`config.mk`:
```
export PLATFORM = sky130hd
export DESIGN_NAME = avb_frame_classifier
export DESIGN_NICKNAME = d
export VERILOG_FILES = /design/src/rtl/avbc_pkg.sv /design/src/rtl/avbc_regs.sv /design/src/rtl/avbc_classify.sv /design/src/rtl/avbc_iso_pool.sv /design/src/rtl/avb_frame_classifier.sv
export SDC_FILE = /design/constraint.sdc
export NUM_CORES = 1
export LEC_CHECK = 0
export BUFFER_PORTS_ARGS = -buffer_cell sky130_fd_sc_hd__buf_4
export CORE_ASPECT_RATIO = 1.4
export CORE_UTILIZATION = 42
export DETAILED_ROUTE_END_ITERATION = 16
export GPL_TIMING_DRIVEN = 1
export HOLD_SLACK_MARGIN = 0.12
export PLACE_DENSITY_LB_ADDON = 0.1
export SETUP_SLACK_MARGIN = 0.15
export SLEW_MARGIN = 20
export SYNTH_ARGS = -nofsm -noshare
export SYNTH_HDL_FRONTEND = slang
export SYNTH_SLANG_ARGS = --single-unit
export TNS_END_PERCENT = 100
```
`constraint.sdc`:
```
create_clock -name clk -period 5.03 [get_ports clk]
set_input_delay 0.2515 -clock clk [delete_from_list [all_inputs] [get_ports clk]]
set_output_delay 0.2515 -clock clk [all_outputs]
set_load 0.02 [all_outputs]
```
`src/rtl/avbc_pkg.sv`:
```
package avbc_pkg;

    localparam int REG_W = 16;
    localparam int PRI_W = 3;
    localparam int THR_W = 10;

    typedef enum logic [1:0] {
        CLS_LEGACY = 2'd0,
        CLS_LOW    = 2'd1,
        CLS_HIGH   = 2'd2
    } avb_class_e;

    typedef enum logic [1:0] {
        MODE_OFF = 2'd0,
        MODE_STD = 2'd1,
        MODE_ENH = 2'd2,
        MODE_SEC = 2'd3
    } port_mode_e;

    typedef struct packed {
        logic [PRI_W-1:0] hi_fpri;
        logic [PRI_W-1:0] hi_qpri;
        logic [PRI_W-1:0] lo_fpri;
        logic [PRI_W-1:0] lo_qpri;
    } prio_map_t;

    typedef struct packed {
        logic [THR_W-1:0] thr;
        logic             mgmt_en;
    } pool_cfg_t;

    typedef struct packed {
        port_mode_e mode;
        logic       filt_bad;
        logic       drop_bad;
    } port_cfg_t;

    localparam logic [REG_W-1:0] PRIMAP_RST = 16'h5342;

endpackage

```
`src/rtl/avbc_regs.sv`:
```
module avbc_regs
    import avbc_pkg::*;
#(
    parameter int NUM_PORTS = 4,
    parameter int ADDR_W    = 3
) (
    input  logic                      clk,
    input  logic                      rst_n,
    input  logic                      we,
    input  logic [ADDR_W-1:0]         addr,
    input  logic [REG_W-1:0]          wdata,
    output prio_map_t                 map_o,
    output pool_cfg_t                 pool_o,
    output port_cfg_t [NUM_PORTS-1:0] port_o
);

    typedef struct packed {
        prio_map_t                 map;
        pool_cfg_t                 pool;
        port_cfg_t [NUM_PORTS-1:0] port;
    } regs_t;

    regs_t r_d, r_q;

    logic unused_wbits;
    assign unused_wbits = ^{wdata[13], wdata[11], wdata[3], wdata[7], wdata[9:0]};

    always_comb begin
        r_d = r_q;
        if (we) begin
            if (addr == ADDR_W'(0)) begin
                r_d.map.hi_fpri = wdata[14:12];
                r_d.map.hi_qpri = wdata[10:8];
                r_d.map.lo_fpri = wdata[6:4];
                r_d.map.lo_qpri = wdata[2:0];
            end else if (addr == ADDR_W'(1)) begin
                r_d.pool.thr     = wdata[THR_W-1:0];
                r_d.pool.mgmt_en = wdata[15];
            end
            for (int p = 0; p < NUM_PORTS; p++) begin
                if (addr == ADDR_W'(p + 2)) begin
                    r_d.port[p].mode     = port_mode_e'(wdata[15:14]);
                    r_d.port[p].filt_bad = wdata[12];
                    r_d.port[p].drop_bad = wdata[10];
                end
            end
        end
    end

    always_ff @(posedge clk or negedge rst_n) begin
        if (!rst_n) begin
            r_q              <= '0;
            r_q.map.hi_fpri  <= PRIMAP_RST[14:12];
            r_q.map.hi_qpri  <= PRIMAP_RST[10:8];
            r_q.map.lo_fpri  <= PRIMAP_RST[6:4];
            r_q.map.lo_qpri  <= PRIMAP_RST[2:0];
        end else begin
            r_q <= r_d;
        end
    end

    assign map_o  = r_q.map;
    assign pool_o = r_q.pool;
    assign port_o = r_q.port;

endmodule

```
`src/rtl/avbc_classify.sv`:
```
module avbc_classify
    import avbc_pkg::*;
(
    input  prio_map_t        map_i,
    input  port_cfg_t        pcfg_i,
    input  logic [PRI_W-1:0] pri_i,
    input  logic             static_i,
    input  logic             self_in_dst_i,
    input  logic             mgmt_i,
    input  logic             mgmt_pool_i,
    output avb_class_e       cls_o,
    output logic [PRI_W-1:0] qpri_o,
    output logic             need_ptr_o,
    output logic             bad_drop_o
);

    logic hi_hit, lo_hit, any_hit, extra_ok, good, bad, as_stream;

    always_comb begin
        // high class wins when both fields hold the same priority
        hi_hit  = (pri_i == map_i.hi_fpri);
        lo_hit  = (pri_i == map_i.lo_fpri) && !hi_hit;
        any_hit = hi_hit || lo_hit;

        unique case (pcfg_i.mode)
            MODE_STD: extra_ok = 1'b1;
            MODE_ENH: extra_ok = static_i;
            MODE_SEC: extra_ok = static_i && self_in_dst_i;
            default:  extra_ok = 1'b0;
        endcase

        good = (pcfg_i.mode != MODE_OFF) && any_hit && extra_ok;
        bad  = (pcfg_i.mode != MODE_OFF) && any_hit && !extra_ok;

        bad_drop_o = bad && pcfg_i.drop_bad;
        as_stream  = good || (bad && !pcfg_i.drop_bad && !pcfg_i.filt_bad);

        if (as_stream) begin
            cls_o  = hi_hit ? CLS_HIGH : CLS_LOW;
            qpri_o = hi_hit ? map_i.hi_qpri : map_i.lo_qpri;
        end else begin
            cls_o  = CLS_LEGACY;
            qpri_o = pri_i;
        end

        need_ptr_o = !bad_drop_o && (as_stream || (mgmt_i && mgmt_pool_i));
    end

endmodule

```
`src/rtl/avbc_iso_pool.sv`:
```
module avbc_iso_pool
    import avbc_pkg::*;
(
    input  logic             clk,
    input  logic             rst_n,
    input  logic [THR_W-1:0] thr_i,
    input  logic             req_i,
    input  logic             rel_i,
    output logic             grant_o
);

    logic [THR_W-1:0] cnt_d, cnt_q;
    logic             room, draw;

    always_comb begin
        room    = (thr_i == '0) || (cnt_q < thr_i);
        grant_o = req_i && room;
        draw    = grant_o && (thr_i != '0);
        cnt_d   = cnt_q + THR_W'(draw);
        if (rel_i && (cnt_d != '0)) begin
            cnt_d = cnt_d - THR_W'(1);
        end
    end

    always_ff @(posedge clk or negedge rst_n) begin
        if (!rst_n) cnt_q <= '0;
        else        cnt_q <= cnt_d;
    end


    no_underflow_chk: assert property (@(posedge clk) disable iff (!rst_n)
        (rel_i && !draw && cnt_q == '0) |=> (cnt_q == '0));


    draw_step_chk: assert property (@(posedge clk) disable iff (!rst_n)
        (draw && !rel_i) |=> (cnt_q == $past(cnt_q) + THR_W'(1)));


    zero_thr_hold_chk: assert property (@(posedge clk) disable iff (!rst_n)
        (thr_i == '0 && !rel_i) |=> $stable(cnt_q));

endmodule

```
`src/rtl/avb_frame_classifier.sv`:
```
module avb_frame_classifier
    import avbc_pkg::*;
#(
    parameter int NUM_PORTS = 4,
    localparam int PORT_W   = (NUM_PORTS > 1) ? $clog2(NUM_PORTS) : 1,
    localparam int ADDR_W   = $clog2(NUM_PORTS + 2)
) (
    input  logic                 clk,
    input  logic                 rst_n,
    input  logic                 cfg_we,
    input  logic [ADDR_W-1:0]    cfg_addr,
    input  logic [REG_W-1:0]     cfg_wdata,
    input  logic                 frm_valid,
    input  logic [PRI_W-1:0]     frm_pri,
    input  logic [PORT_W-1:0]    frm_src,
    input  logic [NUM_PORTS-1:0] frm_dst_vec,
    input  logic                 frm_static_avb,
    input  logic                 frm_mgmt,
    input  logic                 ptr_release,
    output logic                 res_valid,
    output logic [1:0]           res_class,
    output logic [PRI_W-1:0]     res_qpri,
    output logic                 res_admit
);

    typedef struct packed {
        logic             valid;
        avb_class_e       cls;
        logic [PRI_W-1:0] qpri;
        logic             admit;
    } res_t;

    prio_map_t                 map;
    pool_cfg_t                 pool;
    port_cfg_t [NUM_PORTS-1:0] ports;
    port_cfg_t                 sel_cfg;
    logic                      self_bit;
    avb_class_e                cls;
    logic [PRI_W-1:0]          qpri;
    logic                      need_ptr, bad_drop, grant;
    res_t                      res_d, res_q;

    avbc_regs #(.NUM_PORTS(NUM_PORTS), .ADDR_W(ADDR_W)) u_regs (
        .clk   (clk),
        .rst_n (rst_n),
        .we    (cfg_we),
        .addr  (cfg_addr),
        .wdata (cfg_wdata),
        .map_o (map),
        .pool_o(pool),
        .port_o(ports)
    );

    always_comb begin
        sel_cfg  = '0;
        self_bit = 1'b0;
        for (int p = 0; p < NUM_PORTS; p++) begin
            if (frm_src == PORT_W'(p)) begin
                sel_cfg  = ports[p];
                self_bit = frm_dst_vec[p];
            end
        end
    end

    avbc_classify u_cls (
        .map_i        (map),
        .pcfg_i       (sel_cfg),
        .pri_i        (frm_pri),
        .static_i     (frm_static_avb),
        .self_in_dst_i(self_bit),
        .mgmt_i       (frm_mgmt),
        .mgmt_pool_i  (pool.mgmt_en),
        .cls_o        (cls),
        .qpri_o       (qpri),
        .need_ptr_o   (need_ptr),
        .bad_drop_o   (bad_drop)
    );

    avbc_iso_pool u_pool (
        .clk    (clk),
        .rst_n  (rst_n),
        .thr_i  (pool.thr),
        .req_i  (frm_valid && need_ptr),
        .rel_i  (ptr_release),
        .grant_o(grant)
    );

    always_comb begin
        res_d = '0;
        if (frm_valid) begin
            res_d.valid = 1'b1;
            res_d.cls   = cls;
            res_d.qpri  = qpri;
            res_d.admit = !bad_drop && (!need_ptr || grant);
        end
    end

    always_ff @(posedge clk or negedge rst_n) begin
        if (!rst_n) res_q <= '0;
        else        res_q <= res_d;
    end

    assign res_valid = res_q.valid;
    assign res_class = res_q.cls;
    assign res_qpri  = res_q.qpri;
    assign res_admit = res_q.admit;


    latency_chk: assert property (@(posedge clk) disable iff (!rst_n)
        frm_valid |=> res_valid);


    idle_chk: assert property (@(posedge clk) disable iff (!rst_n)
        !frm_valid |=> !res_valid);


    bad_drop_chk: assert property (@(posedge clk) disable iff (!rst_n)
        (frm_valid && bad_drop) |=> (!res_admit && res_class == CLS_LEGACY));

endmodule

```
==> results of run 1 <==
==> worst max-delay path, delay by kind of cell, from the launching register on <==
kind	cells	cell delay [ns]
xor gates and xnor gates	2	0.30
adders and majority gates	3	0.94
and+or+nand+nor	5	1.60
AOI/OAI and AO/OA	4	1.01
DFF	1	0.50
==> per-stage QoR <==
stage	area [um2]	hold slack, ns	instances
floorplan	3080	-0.0441	267
global placement	3460	0.346	395
detailed placement	3460	0.347	395
CTS	3580	0.139	405
global route	3580	0.144	405
finish	3580	0.148	405
==> report_power, final <==
group	switching (uW)	total, uW	internal, uW
registers	132	707	575
clock network	156	259	103
logic	254	539	285
==> state kept, by name, summed over array words and instances (netlist names) <==
name,flops
res_valid,1
res_admit,1
u_regs.map_o,12
u_regs.pool_o,11
u_regs.port_o,16
u_pool.cnt_q,10
res_qpri,3
res_class,2
==> Yosys cell counts, drive strengths merged, types with 6 or more instances <==
cell	number
and3	8
dfrtp	50
dfstp	6
ha	13
inv	12
mux2	30
mux2i	6
nand2	22
nand3	8
nor2	10
o21ai	14
xnor2	20
==> layout make-up <==
class / count / area [um2]
Fill cell: 675 / 3440
Multi-Input combinational cell: 190 / 1580
Sequential cell: 56 / 1410
Timing Repair Buffer: 44 / 335
Tap cell: 95 / 119
Clock buffer: 5 / 68.8
Inverter: 12 / 45.0
Clock inverter: 3 / 27.5
==> final timing paths <==
kind,startpoint,endpoint,slack (ns),cells past startpoint
max in group asynchronous,rst_n,u_pool.cnt_q[4],4.00,2
worst min-delay path,cfg_wdata[8],u_regs.pool_o[9],0.15,3
worst max register to register,u_pool.cnt_q[4],u_pool.cnt_q[9],0.60,14
worst max-delay path,u_pool.cnt_q[4],u_pool.cnt_q[9],0.60,14
min in group asynchronous,rst_n,u_regs.port_o[5],0.52,2
worst min register to register,u_regs.port_o[13],u_regs.port_o[13],0.52,1
==> cells by family (layout without fill, tap and decap cells) <==
family / after synthesis / after routing / synth area share
simple gates: 76 / 76 / 0.138
flops: 56 / 56 / 0.457
mux: 41 / 41 / 0.166
compound gates: 39 / 39 / 0.0942
xor+xnor: 21 / 21 / 0.0597
buf+inv: 21 / 64 / 0.0325
fa+ha+maj: 13 / 13 / 0.0528
==> layer usage <==
layer  GRT usage  part of all wire  up-vias
met1       0.225              0.44     1032
met3      0.0194             0.029        6
met4      0.0610             0.014        0
met5           0                 0        -
met2       0.314              0.52       45
li1            -                 -     1053
==> repair_timing <==
action / in CTS / in global routing
hold buffers: 2 / 0
setup endpoints to repair: 0 / 4
gates resized for setup: 0 / 2
endpoints found under the hold margin: 51 / 0
==> metrics.cfg, run 1 <==
[power]
cellPowerDensity_nw_per_um2 = 420
cellLeakagePower_uw = 0.00160
p_total_uw = 1500
vdd_drop_max_uv = 204

[outcome]
status = finished, final reports clean

[timing]
fin_crit_sh = 0.881
slew_headroom = 0.502
fmax_ghz = 0.226
slew_violations = 0
tns_ns = 0
worst_slack_ns = 0.597
rsz0062_at_grt = no
min_period_ns = 4.43
finalClockSkew_ns = 0.0186
setup_viol_count_final = 0
tightestPinTransition_ns = 0.746
hold_viol = 0

[logic_synthesis]
synth_top_area_frac = 0.406
synth.cell_area_um2 = 3080
yosys_warnings = 0
synth_edf_count = 0
synth_area_leaders = dfrtp_1 (41%), mux2_2 (11%), xnor2_1 (5.7%), ha_1 (5.3%), dfstp_2 (5.1%)
yosysUniqueCellTypes = 54
ys_seq_area_frac = 0.457
async_reset_ff_frac = 1.00
avgSynthCellArea_um2 = 11.5
synth_top_cell_by_area = dfrtp_1
synth_nets = 315
synth-seq-cells = 56
synthFlopType = dfrtp_1
synthCells = 267

[setup_path]
critPathKind = reg -> reg
cp_data_arrival_time_ns = 4.64
startpoint_type = register
slowest_delay_ns = 0.55
crit_path_end_kind = register
crit_path_frequent_cell = ha_1
crit_slowest_cell = or4_4
cp_max_fo = 11
crit_chain = ha_1, a21o_1, a2111oi_0, o21ai_0, a311oi_1, nor2_1, and4bb_1, ha_1, ha_1, nand2_1, or3_2, xnor2_1, or4_4, xnor2_1
required_ns = 5.23

[finish]
nNetsFinal = 357
final_common_cell = dfrtp_1
synthToLayoutAreaGrowth_pct = 16.3
final_util = 0.510
drive_gt1_frac = 0.335
antennaDiodeCount = 0
final_cell_mix = dfrtp_1 (49), buf_4 (42), mux2_2 (30), nand2_1 (22), xnor2_1 (20)

[die]
fp.coreArea_um2 = 7030
dieWidth_um = 74.4
rows = 36
ioPinCount = 42
start_util = 0.438
die_area_um2 = 7690
fp.dieH_um = 103

[clock_tree]
clock_sinks = 56
clk_path_buf_depth = 2
numCtsBuffers = 5
cts-root-buf = clkbuf_8
clk_pin_slew_ns = 0.12
cts_setup_buffers = 0
cts_max_level = 2
clkLatencyLatePin_ns = 0.31
cts_tree = built

[routing]
via_count = 2136
firstDrtPassIters = 4
drt_iter0_drc = 107
drc = 0
wl_per_cell_um = 15.7
routed_wl_mm = 6.35
postRouteAntennaNets = 0
post_drt_via_cell_ratio = 5.27

[global_route]
grt_max_degree = 57
grt_pass1_vias = 2143
grt_pass1_wl_mm = 10.4
grt_usage = 0.178
antenna_found_initial = 0
globalRouteOverflowTotal = 0

[run]
max_cap_viol_count = 0

[placed_design]
dpl_worst_slack_ns = 0.563
dp_hpwl_mm = 4.86
gp_congestion = 0.773
numPortBuffers = 40

[worst_hold_path]
worstHoldPathType = in -> reg

Power figures use the tool's default switching activity.
==> run 2, diff against run 1 <==
CTS_BUF_LIST = sky130_fd_sc_hd__clkbuf_16   (was not set)
RECOVER_POWER = 25   (was not set)
==> run 2 against run 1 <==
The run now ends with capacitance limit, slew limit left. Hold slack better by 0.020 ns. Sequential share of layout area fell by 0.32 points. Total power increased by 6.4%. Worst setup slack got worse by 0.0097 ns. First-iteration DRC count down 27%. Via count is 0.70% higher. Cell count stayed put. Critical path type unchanged.
==> metrics.cfg, run 2 (synthesized netlist as in run 1, its figures left out) <==
[outcome]
status = complete, but fails checks  ; was finished, final reports clean
violations = capacitance limit, slew limit

[die]
start_util = 0.438  ; unchanged
rows = 36  ; unchanged
die_area_um2 = 7690  ; unchanged
ioPinCount = 42  ; unchanged
dieWidth_um = 74.4  ; unchanged
fp.coreArea_um2 = 7030  ; unchanged
fp.dieH_um = 103  ; unchanged

[setup_path]
crit_slowest_cell = dfrtp_1  ; was or4_4
r2r_start = u_pool.cnt_q[4]  ; unchanged
required_ns = 5.21  ; was 5.23 ns
crit_chain = ha_1, a21o_1, a2111oi_0, o21ai_0, a311oi_1, nor2_1, and4bb_1, ha_1, ha_2, nand2_1, or3_2, xnor2_1, or4_4, xnor2_1  ; was ha_1, a21o_1, a2111oi_0, o21ai_0, a311oi_1, nor2_1, and4bb_1, ha_1, ha_1, nand2_1, or3_2, xnor2_1, or4_4, xnor2_1
slowest_delay_ns = 0.55  ; about the same
cp.depth = 14  ; unchanged
cp.buffers_inverters = 0  ; unchanged
crit_path_end_kind = register  ; unchanged
cp-startpoint = u_pool.cnt_q[4]  ; unchanged
cp_data_arrival_time_ns = 4.63  ; was 4.64 ns
critPathKind = reg -> reg  ; unchanged
r2r_cells = 14  ; unchanged
reg2reg_slack_ns = 0.59  ; was 0.60 ns
path_delay_family = simple AND/OR/NAND/NOR gates  ; unchanged
startpoint_type = register  ; unchanged
cp_max_fo = 11  ; unchanged
r2r-end = u_pool.cnt_q[9]  ; unchanged
crit_end = u_pool.cnt_q[9]  ; unchanged

[clock_tree]
clock_sinks = 56  ; unchanged
cts_setup_buffers = 0  ; unchanged
cts_max_level = 2  ; unchanged
cts_tree = built  ; unchanged
numCtsBuffers = 5  ; unchanged
clk_path_buf_depth = 2  ; unchanged
clkLatencyLatePin_ns = 0.30  ; was 0.31 ns
clk_pin_slew_ns = 0.07  ; was 0.12 ns
cts-root-buf = clkbuf_16  ; was clkbuf_8

[timing]
setup_viol_count_final = 0  ; unchanged
fmax_ghz = 0.225  ; was 0.226 GHz
hold_viol = 0  ; unchanged
finalClockSkew_ns = 0.0120  ; was 0.0186 ns
fin_crit_sh = 0.883  ; was 0.881
slew_violations = 57  ; was 0
tightestPinTransition_ns = 2.95  ; was 0.746 ns
rsz0062_at_grt = no  ; unchanged
slew_headroom = -0.965  ; was 0.502
min_period_ns = 4.44  ; was 4.43 ns
tns_ns = 0  ; unchanged

[finish]
seq_area_um2 = 1410  ; about the same
synthToLayoutAreaGrowth_pct = 17.2  ; was 16.3%
largest_reg_flops = 16  ; unchanged
layoutNonFillerInstCount = 405  ; unchanged
final_cell_mix = dfrtp_1 (50), buf_4 (35), mux2_2 (30), nand2_1 (22), xnor2_1 (20)  ; was dfrtp_1 (49), buf_4 (42), mux2_2 (30), nand2_1 (22), xnor2_1 (20)
nNetsFinal = 357  ; unchanged
fill_cells = 674  ; was 675
final_common_cell = dfrtp_1  ; unchanged
multi_input_area_um2 = 1580  ; about the same
drive_gt1_frac = 0.310  ; was 0.335
antennaDiodeCount = 0  ; unchanged

[power]
internal_power_uw = 1040  ; was 962 uW
cellLeakagePower_uw = 0.00160  ; about the same
comb_power_share = 0.334  ; was 0.358
clockPowerShare = 0.224  ; was 0.172
vdd_drop_max_uv = 224  ; was 204 uV
seqPwrFrac = 0.442  ; was 0.470
switchingPower_uw = 556  ; was 542 uW
swShare = 0.347  ; was 0.360
cellPowerDensity_nw_per_um2 = 443  ; was 420 nW/um2

[global_route]
grt_pass1_wl_mm = 10.4  ; about the same
grt_max_degree = 57  ; unchanged
grt_usage = 0.181  ; was 0.178
grt_pass1_vias = 2157  ; was 2143
antenna_found_initial = 0  ; unchanged
globalRouteOverflowTotal = 0  ; unchanged

[placed_design]
placed_cells = 395  ; unchanged
dp_hpwl_mm = 4.86  ; unchanged
numPortBuffers = 40  ; unchanged
gp_congestion = 0.773  ; unchanged

[routing]
postRouteAntennaNets = 0  ; unchanged
drc = 0  ; unchanged
routed_wl_mm = 6.40  ; was 6.35 mm
wl_per_cell_um = 15.8  ; was 15.7 um
drt_iter0_drc = 78  ; was 107
firstDrtPassIters = 4  ; unchanged
post_drt_via_cell_ratio = 5.31  ; was 5.27
via_count = 2151  ; was 2136

[worst_hold_path]
worstHoldPathType = in -> reg  ; unchanged

[run]
max_cap_viol_count = 1  ; was 0

-- run 2: cell count changes in the layout (fill, tap and decap cells not counted), moves of 5 or more --
cell and change:
clkbuf_16 +5, buf_4 -7, clkbuf_1 +7, clkbuf_8 -5
-- run 2: worst min-delay path, cell delays in order --
cell     delay (ns)
buf_4          0.07
nand2_1        0.04
o21ai_0        0.06
-- run 2: worst min path at each step --
stage	startpoint	end	cells past startpoint
finish	cfg_wdata[7]	u_regs.pool_o[8]	3
global route	cfg_wdata[3]	u_regs.pool_o[4]	3
CTS	cfg_wdata[3]	u_regs.pool_o[4]	3
detailed placement	rst_n	u_regs.port_o[1]	1
global placement	rst_n	u_regs.port_o[1]	1
floorplan	rst_n	res_admit	0
-- run 2: layout make-up --
class,count,share of cell area
Multi-Input combinational cell,190,0.436
Sequential cell,56,0.390
Timing Repair Buffer,44,0.0856
Clock buffer,5,0.0347
Tap cell,95,0.0329
Inverter,12,0.0125
Clock inverter,3,0.00763
-- run 2: per-layer routing --
metal,up-vias,GRT usage,part of all wire
met5,-,0,0
met4,0,0.0610,0.018
met3,10,0.0252,0.027
met2,46,0.318,0.52
met1,1043,0.225,0.44
li1,1052,-,-
-- run 2: timing repair --
action	4_1_cts	5_1_grt
setup endpoints to repair	0	4
hold endpoints to repair	51	0
resized for setup	0	2
hold buffers	2	0
-- run 2: metrics by stage --
stage	area (um2)	setup WS [ns]	hold WS [ns]	power [uW]	util
after floorplan	3080	1.20	-0.0441	1110	-
after global placement	3460	0.662	0.346	1240	0.493
after detailed placement	3460	0.563	0.347	1260	0.493
after CTS	3640	0.534	0.162	1620	0.518
after global routing	3610	0.214	0.172	1720	0.514
final	3610	0.587	0.169	1600	0.514
-- run 2: power by group through the flow --
stage	registers (uW)	clock network, uW	logic, uW
4_1_cts	706	369	550
5_1_grt	727	385	612
6_report	707	359	535
2_1_floorplan	658	0	455
3_3_place_gp	711	0	533
3_5_place_dp	715	0	545
==> run 3, diff against run 2 <==
CELL_PAD_IN_SITES_DETAIL_PLACEMENT = 1   (was not set)
CELL_PAD_IN_SITES_GLOBAL_PLACEMENT = 1   (was not set)
==> run 3 against run 2 <==
Critical path type unchanged. The flow still finishes with violations (capacitance limit, slew limit). Worst setup slack better by 0.073 ns. Routed wire length up 10%. Global-route usage up 2.2 points. First-iteration DRC count down 37%. Via count up 1.2%. Die area unchanged. Utilization unchanged.
==> metrics.cfg, run 3 (synthesized netlist as in run 1, its figures left out) <==
[die]
start_util = 0.438  ; unchanged
fp.coreArea_um2 = 7030  ; unchanged
rows = 36  ; unchanged
ioPinCount = 42  ; unchanged
fp.dieH_um = 103  ; unchanged
dieWidth_um = 74.4  ; unchanged
die_area_um2 = 7690  ; unchanged

[timing]
tightestPinTransition_ns = 2.98  ; was 2.95 ns
tns_ns = 0  ; unchanged
hold_viol = 0  ; unchanged
min_period_ns = 4.37  ; was 4.44 ns
fmax_ghz = 0.229  ; was 0.225 GHz
setup_viol_count_final = 0  ; unchanged
fin_crit_sh = 0.869  ; was 0.883
slew_headroom = -0.986  ; was -0.965
finalClockSkew_ns = 0.00801  ; was 0.0120 ns
slew_violations = 57  ; unchanged
rsz0062_at_grt = no  ; unchanged
worst_slack_ns = 0.660  ; was 0.587 ns

[placed_design]
dp_hpwl_mm = 5.40  ; was 4.86 mm
numPortBuffers = 40  ; unchanged
gp_congestion = 0.737  ; was 0.773
dpl_worst_slack_ns = 0.685  ; was 0.563 ns

[run]
max_cap_viol_count = 1  ; unchanged

[finish]
final_cell_mix = dfrtp_1 (50), buf_4 (36), mux2_2 (30), nand2_1 (22), xnor2_1 (20)  ; was dfrtp_1 (50), buf_4 (35), mux2_2 (30), nand2_1 (22), xnor2_1 (20)
synthToLayoutAreaGrowth_pct = 17.2  ; unchanged
drive_gt1_frac = 0.309  ; was 0.310
nNetsFinal = 358  ; was 357
final_common_cell = dfrtp_1  ; unchanged
antennaDiodeCount = 0  ; unchanged
largest_reg_flops = 16  ; unchanged
fill_cells = 798  ; was 674

[global_route]
grt_usage = 0.203  ; was 0.181
grt_pass1_vias = 2316  ; was 2157
grt_pass1_wl_mm = 11.5  ; was 10.4 mm
grt_max_degree = 57  ; unchanged
globalRouteOverflowTotal = 0  ; unchanged
antenna_found_initial = 0  ; unchanged

[clock_tree]
clkLatencyLatePin_ns = 0.29  ; was 0.30 ns
clock_sinks = 56  ; unchanged
cts_max_level = 2  ; unchanged
clk_pin_slew_ns = 0.07  ; about the same
numCtsBuffers = 5  ; unchanged
cts_setup_buffers = 0  ; unchanged
cts_hold_buffers = 2  ; unchanged
cts_tree = built  ; unchanged
clk_path_buf_depth = 2  ; unchanged
cts_resized = 0  ; unchanged
cts-root-buf = clkbuf_16  ; unchanged

[power]
vdd_drop_max_uv = 220  ; was 224 uV
swShare = 0.351  ; was 0.347
comb_power_share = 0.349  ; was 0.334
switchingPower_uw = 566  ; was 556 uW
internal_power_uw = 1050  ; was 1040 uW
seqPwrFrac = 0.433  ; was 0.442
clockPowerShare = 0.218  ; was 0.224
cellPowerDensity_nw_per_um2 = 447  ; was 443 nW/um2
cellLeakagePower_uw = 0.00160  ; about the same

[setup_path]
cp_max_fo = 12  ; was 11
critPathKind = reg -> reg  ; unchanged
crit_path_end_kind = register  ; unchanged
startpoint_type = register  ; unchanged
required_ns = 5.21  ; about the same
cp_data_arrival_time_ns = 4.55  ; was 4.63 ns

[outcome]
violations = capacitance limit, slew limit  ; unchanged
status = complete, but fails checks  ; unchanged

[routing]
routed_wl_mm = 7.06  ; was 6.40 mm
drt_iter0_drc = 49  ; was 78
firstDrtPassIters = 4  ; unchanged
via_count = 2176  ; was 2151
post_drt_via_cell_ratio = 5.36  ; was 5.31
drc = 0  ; unchanged
wl_per_cell_um = 17.4  ; was 15.8 um
postRouteAntennaNets = 0  ; unchanged

[worst_hold_path]
worstHoldPathType = in -> reg  ; unchanged

[run 3: layout make-up]
class	count	area, um2	share of cell area
Multi-Input combinational cell	190	1570	0.435
Sequential cell	56	1410	0.390
Timing Repair Buffer	45	317	0.0877
Clock buffer	5	125	0.0347
Tap cell	95	119	0.0329
Inverter	12	45.0	0.0125
Clock inverter	3	23.8	0.00659
[run 3: worst max-delay path, stage by stage (launching register included)]
cell       delay, ns
dfrtp_1         0.51
ha_1            0.25
a21o_1          0.15
a2111oi_0       0.43
o21ai_0         0.17
a311oi_1        0.29
nor2_1          0.11
and4bb_1        0.29
ha_1            0.28
ha_1            0.31
nand2_1         0.16
or3_2           0.45
xnor2_1         0.17
or4_4           0.55
xnor2_1         0.14
[run 3: final timing paths]
path / startpoint / endpoint / slack [ns] / cells after the start
worst max-delay path: u_pool.cnt_q[3] / u_pool.cnt_q[9] / 0.66 / 14
worst min-delay path: cfg_wdata[7] / u_regs.pool_o[8] / 0.17 / 3
worst max register to register: u_pool.cnt_q[3] / u_pool.cnt_q[9] / 0.66 / 14
worst min register to register: u_regs.port_o[7] / u_regs.port_o[7] / 0.51 / 1
max in group asynchronous: rst_n / u_pool.cnt_q[5] / 1.87 / 2
min in group asynchronous: rst_n / u_regs.port_o[5] / 1.47 / 2
[run 3: per-stage QoR]
stage,util,power [uW],cell area (um2),std cells,hold slack [ns]
floorplan,-,1110,3080,267,-0.0441
global placement,0.494,1260,3470,396,0.348
detailed placement,0.494,1280,3470,396,0.350
CTS,0.518,1640,3640,406,0.167
global route,0.514,1740,3610,406,0.192
finish,0.514,1610,3610,406,0.167
[run 3: metal layers]
metal	GRT usage	share of wire
met1	0.243	0.42
met4	0.0595	0.012
met2	0.376	0.54
met3	0.0213	0.029
met5	0	0
[run 3: power by group through the flow]
stage               sequential (uW)  clock (uW)  combinational, uW
finish                          699         352                564
floorplan                       658           0                455
CTS                             702         364                579
global route                    721         377                641
detailed placement              710           0                575
global placement                705           0                554
